$ cat config.mk
export PLATFORM = sky130hd
export DESIGN_NAME = iom2_te_deframer
export DESIGN_NICKNAME = d
export VERILOG_FILES = /design/src/rtl/iom2_te_deframer.sv
export SDC_FILE = /design/constraint.sdc
export NUM_CORES = 1
export LEC_CHECK = 0
export BUFFER_PORTS_ARGS = -buffer_cell sky130_fd_sc_hd__buf_2
export CORE_ASPECT_RATIO = 1.25
export CORE_MARGIN = 2
export CORE_UTILIZATION = 34
export CTS_CLUSTER_DIAMETER = 80
export CTS_CLUSTER_SIZE = 25
export DETAILED_ROUTE_END_ITERATION = 8
export GPL_TIMING_DRIVEN = 0
export PLACE_DENSITY_LB_ADDON = 0.25
export SLEW_MARGIN = 20
export SYNTH_ARGS = -nofsm -noshare
export SYNTH_HDL_FRONTEND = slang
export SYNTH_SLANG_ARGS = --single-unit
$ cat constraint.sdc
create_clock -name clk2x -period 4.37 [get_ports clk2x]
set_clock_uncertainty 0.15 [all_clocks]
set_input_delay 0.437 -clock clk2x [delete_from_list [all_inputs] [get_ports clk2x]]
set_output_delay 0.437 -clock clk2x [all_outputs]
set_load 0.1 [all_outputs]
$ cat src/rtl/iom2_te_deframer.sv
module iom2_te_deframer (
  input  logic        clk2x,
  input  logic        rst_n,
  input  logic        fsync,
  input  logic        rx_sd,
  input  logic [7:0]  tx_b1,
  input  logic [7:0]  tx_b2,
  input  logic [7:0]  tx_mon0,
  input  logic [1:0]  tx_dch,
  input  logic [3:0]  tx_ci0,
  input  logic        tx_mon0_rf,
  input  logic        tx_mon0_xf,
  input  logic [7:0]  tx_icc_a,
  input  logic [7:0]  tx_icc_b,
  input  logic [7:0]  tx_mon1,
  input  logic [5:0]  tx_ci1,
  input  logic        tx_mon1_rf,
  input  logic        tx_mon1_xf,
  input  logic [23:0] tx_sf2_raw,
  input  logic [5:0]  tx_ci2,
  input  logic [1:0]  tx_sf2_spare,
  output logic        tx_sd,
  output logic        frame_done,
  output logic        frame_err,
  output logic [7:0]  rx_b1,
  output logic [7:0]  rx_b2,
  output logic [7:0]  rx_mon0,
  output logic [1:0]  rx_dch,
  output logic [3:0]  rx_ci0,
  output logic        rx_mon0_rf,
  output logic        rx_mon0_xf,
  output logic [7:0]  rx_icc_a,
  output logic [7:0]  rx_icc_b,
  output logic [7:0]  rx_mon1,
  output logic [5:0]  rx_ci1,
  output logic        rx_mon1_rf,
  output logic        rx_mon1_xf,
  output logic [23:0] rx_sf2_raw,
  output logic [5:0]  rx_ci2,
  output logic [1:0]  rx_sf2_spare
);

  localparam int FRAME_BITS = 96;
  localparam int CW = $clog2(FRAME_BITS);
  localparam logic [CW-1:0] LAST = CW'(FRAME_BITS - 1);

  logic                  fsync_q;
  logic                  lock_q;
  logic                  half_q;
  logic [CW-1:0]         bit_q;
  logic [FRAME_BITS-1:0] rx_sh;
  logic [FRAME_BITS-1:0] tx_sh;
  logic [FRAME_BITS-1:0] rx_word;
  logic [FRAME_BITS-1:0] tx_word;

  wire sync_rise   = fsync & ~fsync_q;
  wire on_boundary = (bit_q == '0) && !half_q;
  wire cap_en      = lock_q && !sync_rise && half_q && (bit_q == LAST);

  assign rx_word = {rx_sh[FRAME_BITS-2:0], rx_sd};
  assign tx_word = {tx_b1, tx_b2, tx_mon0, tx_dch, tx_ci0, tx_mon0_rf, tx_mon0_xf,
                    tx_icc_a, tx_icc_b, tx_mon1, tx_ci1, tx_mon1_rf, tx_mon1_xf,
                    tx_sf2_raw, tx_ci2, tx_sf2_spare};

  always_ff @(posedge clk2x or negedge rst_n) begin
    if (!rst_n) begin
      fsync_q    <= 1'b0;
      lock_q     <= 1'b0;
      half_q     <= 1'b0;
      bit_q      <= '0;
      rx_sh      <= '0;
      tx_sh      <= '0;
      tx_sd      <= 1'b1;
      frame_done <= 1'b0;
      frame_err  <= 1'b0;
    end else begin
      fsync_q    <= fsync;
      frame_done <= cap_en;
      if (sync_rise) begin
        if (lock_q && !on_boundary)
          frame_err <= 1'b1;
        lock_q <= 1'b1;
        half_q <= 1'b1;
        bit_q  <= '0;
        tx_sd  <= tx_word[FRAME_BITS-1];
        tx_sh  <= {tx_word[FRAME_BITS-2:0], 1'b0};
      end else if (lock_q) begin
        if (half_q) begin
          half_q <= 1'b0;
          rx_sh  <= rx_word;
          bit_q  <= (bit_q == LAST) ? '0 : bit_q + CW'(1);
        end else begin
          half_q <= 1'b1;
          if (bit_q == '0) begin
            tx_sd <= tx_word[FRAME_BITS-1];
            tx_sh <= {tx_word[FRAME_BITS-2:0], 1'b0};
          end else begin
            tx_sd <= tx_sh[FRAME_BITS-1];
            tx_sh <= {tx_sh[FRAME_BITS-2:0], 1'b0};
          end
        end
      end
    end
  end

  always_ff @(posedge clk2x or negedge rst_n) begin
    if (!rst_n) begin
      rx_b1 <= '0; rx_b2 <= '0; rx_mon0 <= '0; rx_dch <= '0; rx_ci0 <= '0;
      rx_mon0_rf <= 1'b0; rx_mon0_xf <= 1'b0;
      rx_icc_a <= '0; rx_icc_b <= '0; rx_mon1 <= '0; rx_ci1 <= '0;
      rx_mon1_rf <= 1'b0; rx_mon1_xf <= 1'b0;
      rx_sf2_raw <= '0; rx_ci2 <= '0; rx_sf2_spare <= '0;
    end else if (cap_en) begin
      rx_b1        <= rx_word[95:88];
      rx_b2        <= rx_word[87:80];
      rx_mon0      <= rx_word[79:72];
      rx_dch       <= rx_word[71:70];
      rx_ci0       <= rx_word[69:66];
      rx_mon0_rf   <= rx_word[65];
      rx_mon0_xf   <= rx_word[64];
      rx_icc_a     <= rx_word[63:56];
      rx_icc_b     <= rx_word[55:48];
      rx_mon1      <= rx_word[47:40];
      rx_ci1       <= rx_word[39:34];
      rx_mon1_rf   <= rx_word[33];
      rx_mon1_xf   <= rx_word[32];
      rx_sf2_raw   <= rx_word[31:8];
      rx_ci2       <= rx_word[7:2];
      rx_sf2_spare <= rx_word[1:0];
    end
  end

endmodule

==> Word level (Yosys, flattened, before mapping) <==
Cells that the tools add are included.
{ "totals": {"register_bits": 300, "input_bits": 100, "output_inout_bits": 99, "wordCells": 61} }
{ "classes": {"n_addsub": 1, "eq_ne": 2, "muxes": 15, "n_bitwise": 3, "reduce_logical": 15} }
{ "op_table": {"columns": ["cell", "n"], "rows": [
  ["$mux 96", 4],
  ["$mux 7", 4],
  ["$add 7x1->7 const B", 1],
  ["$eq 7x7->1 const B", 1],
  ["$logic_not 7->1", 1],
  ["$mux 1", 7],
  ["$reduce_and 2->1", 3],
  ["$logic_and 1x1->1", 5],
  ["$reduce_bool 2->1", 2],
  ["$logic_not 1->1", 3],
  ["$reduce_and 3->1", 1],
  ["$ne 2x1->1 const B", 1],
  ["$not 1->1", 2],
  ["$and 1x1->1", 1]
]} }

==> Logic depth before layout (Yosys ltp) <==
{ "logic_depth": {"ltp_word": 6, "ltp_mapped": 8, "ltp_nobuf": 5} }

==> Worst setup path after synthesis <==
OpenSTA, ideal clock, no wires.
{ "synth_timing": {"kind": "input to register", "startpoint": "input port fsync", "endpoint": "register rx_b2[0]", "setup_time_ps": 128, "arrival_ps": 1762, "required_ps": 4092, "slack_ps": 2330, "cell_stages": 6, "n_path_buf": 3, "cell_sequence": "nor2b_1 buf_2 nor4_4 buf_4 buf_4 mux2_1"} }
{ "synth_via": {"elab_chain_len": 5} }
{ "synth_lines": {"columns": ["element", "line_no", "text"], "rows": [
  ["from (decl)", "4", "input logic fsync,"],
  ["$and 1x1->1", "56", "wire sync_rise = fsync & ~fsync_q;"],
  ["$logic_not 1->1", "58", "wire cap_en = lock_q && !sync_rise && half_q && (bit_q == LAST);"],
  ["$logic_and 1x1->1 (3 in a row)", "58", null],
  ["to (signal assigned)", "115", "rx_b2 <= rx_word[87:80];"],
  ["to (decl)", "26", "output logic [7:0] rx_b2,"]
]} }
Every way passes these cells.
A chain may end at the register's enable or synchronous reset.

==> Worst setup path after layout <==
Same ends and word-level chain as after synthesis.

==> impl_metrics.toml <==
[floorplan]
die_w_um = 184
initial_core_util_pct = 34.4
rows = 82
pin_count = 199
die_area_um2 = 42000
die_h_um = 229
fp.coreArea_um2 = 39900

[global_route]
grt_pass1_vias = 10400
grtUsageMet2_pct = 27.3
grt_max_degree = 91
antenna_found_initial = 1
gr-usage-met1_pct = 19.8
grt_pass1_wl_um = 54200
use_met3_pct = 2.26
overflow = 0
grt_most_used_layer = "met2"
track_usage_pct = 15.5

[hold_path]
hold_path_depth = 2
min_to = "rx_sh[0]"
hp-start = "rx_sd"
hold_path_class = "primary input to flop"

[critical_path]
setup.worst_path.start_class = "primary input"
critPathTopFamily = "buffers and inverters"
cpPeakStageDelay_ns = 0.68
crit_slowest_cell = "nor4_4"
timing.rr.start = "bit_q[0]"
rr_worst_depth = 8
arrival_ns = 3.05
rrSetupSlack_ns = 1.57
path_class = "primary input to flop"
worst-path-buf-inv = 5
crit_path_end_kind = "flop"
crit_chain = "dlygate4sd3_1, buf_2, nor2b_1, buf_2, nor4_4, buf_4, buf_4, mux2_1"
r2r-end = "tx_sh[83]"
cp_max_fo = 10
required_ns = 4.61

[final_layout]
antenna_cells = 0
area_growth_pct = 16.2
area.sequential_um2 = 7480
fill_cells = 3901
layout-drive-gt1-share_pct = 31.0
layout_commonest_cell = "dfrtp_1"
multi_input_area_um2 = 5690
nNetsFinal = 1469
stdcell_count = 1877
layout_common_cells = "dfrtp_1 (298), buf_2 (225), a31oi_1 (190)"

[clock_network]
cts_buffers = 16
clkLatencyLatePin_ns = 0.51
h-tree-depth = 1
clk_pin_slew_ns = 0.09
cts_buffer_depth = 3
cts_setup_buffers = 0
cts_tree = "done"
clock-sinks = 299
cts.repair.resized = 0
cts_root_buf = "clkbuf_16"

[timing]
maxSlewHeadroom_pct = 45.5
worst_pin_slew_ns = 0.812
final.min_clock_period_ns = 2.81
slew_violations = 0
fin_setup_tns_ns = 0
hold_viol = 0
rsz0062_at_grt = "no"
worst_slack_ns = 1.56
max_freq_mhz = 356
setup_viol = 0
fin_crit_sh_pct = 64.3
whs_ns = 0.0621

[placement]
dp_cells = 1851
pre_cts_ws_ns = 1.52
io_buffers = 198
dp_hpwl_um = 23500
place_congestion = 0.777

[synth]
yosysSeqAreaShare_pct = 54.6
synth-seq-cells = 299
synth_warnings = 0
syn_area_um2 = 13700
synth_cell_types = 36
synth_cells = 1146
synth_area_per_cell_um2 = 12.0
syn_nets = 1248

[route]
wl_per_cell_um = 17.4
initialDrtViolationCount = 357
wl_um = 32600
routed-via-count = 10100
postRouteAntennaNets = 0
vias_per_cell = 5.40
dr.pass1.iters = 5
drc = 0

[pwr]
p_leak_nw = 7.61
power_mw = 7.84
ir_drop_mv = 0.243
powerDensity_nw_per_um2 = 492

[job]
drv_cap = 0

[outcome]
outcome = "finished clean"
-- per-layer routing --
metal  wire [µm]  up-vias
li1            -     4803
met1       14200     5041
met2       16200      240
met3        1510       42
met4         675        2
met5          12        -
-- worst max path at each step --
stage	from	endpoint	slack (ns)	depth (start not counted)
floorplan	fsync	rx_b2[0]	2.33	6
global placement	rst_n	rx_sh[77]	-3.02	1
detailed placement	fsync	rx_b2[0]	1.52	7
CTS	fsync	rx_b2[0]	1.52	8
global route	bit_q[0]	tx_sh[83]	1.35	8
finish	fsync	rx_b2[0]	1.56	8
-- worst register-to-register path, stage by stage, from the launching register on --
cell,delay [ns]
dfrtp_1,0.43
inv_1,0.09
ha_1,0.16
nor2b_1,0.12
clkbuf_1,0.48
clkbuf_1,0.44
clkbuf_1,0.45
a31oi_1,0.21
a31oi_1,0.20
-- cells in the mapped netlist (all sizes together) --
master   number  area [µm²]
dfrtp       298        7460
mux2        191        2150
a31oi       190        1190
o211ai       97         728
and3b        95         832
nor3         95         475
clkbuf       91         342
buf          38         193
a21oi         5        25.0
nand2         5        18.8
nor2          5        18.8
nand2b        4        25.0
nand3         4        20.0
o21ai         4        20.0
inv           3        11.3
nor2b         3        18.8
ha            2        25.0
nor4          2        33.8
a31o          1        8.76
and2          1        6.26
dfstp         1        26.3
nand4         1        6.26
nand4b        1        8.76
o21a          1        7.51
o221a         1        11.3
o2bb2ai       1        8.76
o41ai         1        8.76
or2           1        6.26
or3           1        6.26
or4           1        7.51
or4b          1        10.0
xor2          1        8.76
-- report_power, final --
group	total (mW)	internal, mW	switching, mW
combinational	2.49	0.995	1.50
clock	1.67	0.754	0.912
sequential	3.69	3.34	0.346
total	7.84	5.09	2.75
-- final cells by class --
cell class                 count  area share [%]
buffer                       129            3.35
clock buffer                  20            2.86
clock inverter                 4           0.173
inverter                       3          0.0706
multi-input combinational    715            35.7
sequential                   299            46.9
tap                          504            3.96
timing repair buffer         203            6.92
-- repair_timing --
action,4_1_cts,5_1_grt
hold endpoints to repair,56,0
setup endpoints to repair,0,0
hold buffers,2,0
-- flip-flops by register name (all words and copies together), names as in the netlist, 2 cells and up --
| register | count |
|---|---|
| rx_ci0 | 4 |
| rx_sh | 95 |
| rx_mon0 | 8 |
| rx_icc_a | 8 |
| rx_icc_b | 8 |
| rx_mon1 | 8 |
| rx_sf2_spare | 2 |
| bit_q | 7 |
| rx_ci1 | 6 |
| rx_b1 | 8 |
| rx_sf2_raw | 24 |
| rx_b2 | 8 |
| rx_ci2 | 6 |
| rx_dch | 2 |
| tx_sh | 95 |
-- logic make-up (layout without fill, tap and decap cells) --
group	count (synthesis)	count (layout)	synth area share, %
and+or+nand+nor	220	220	10.9
DFF	299	299	54.6
muxes	191	191	15.7
adders and majority gates	2	2	0.182
buffers and inverters	132	359	3.98
xor gates and xnor gates	1	1	0.0639
AOI/OAI and AO/OA	301	301	14.6
-- metrics by stage --
step | instance area (µm²) | util (%)
final | 15900 | 39.9
after global routing | 15900 | 39.9
after CTS | 15900 | 39.9
after detailed placement | 15400 | 38.7
after global placement | 15300 | 38.4
after floorplan | 13700 | -
(Power assumes the default switching activity.)
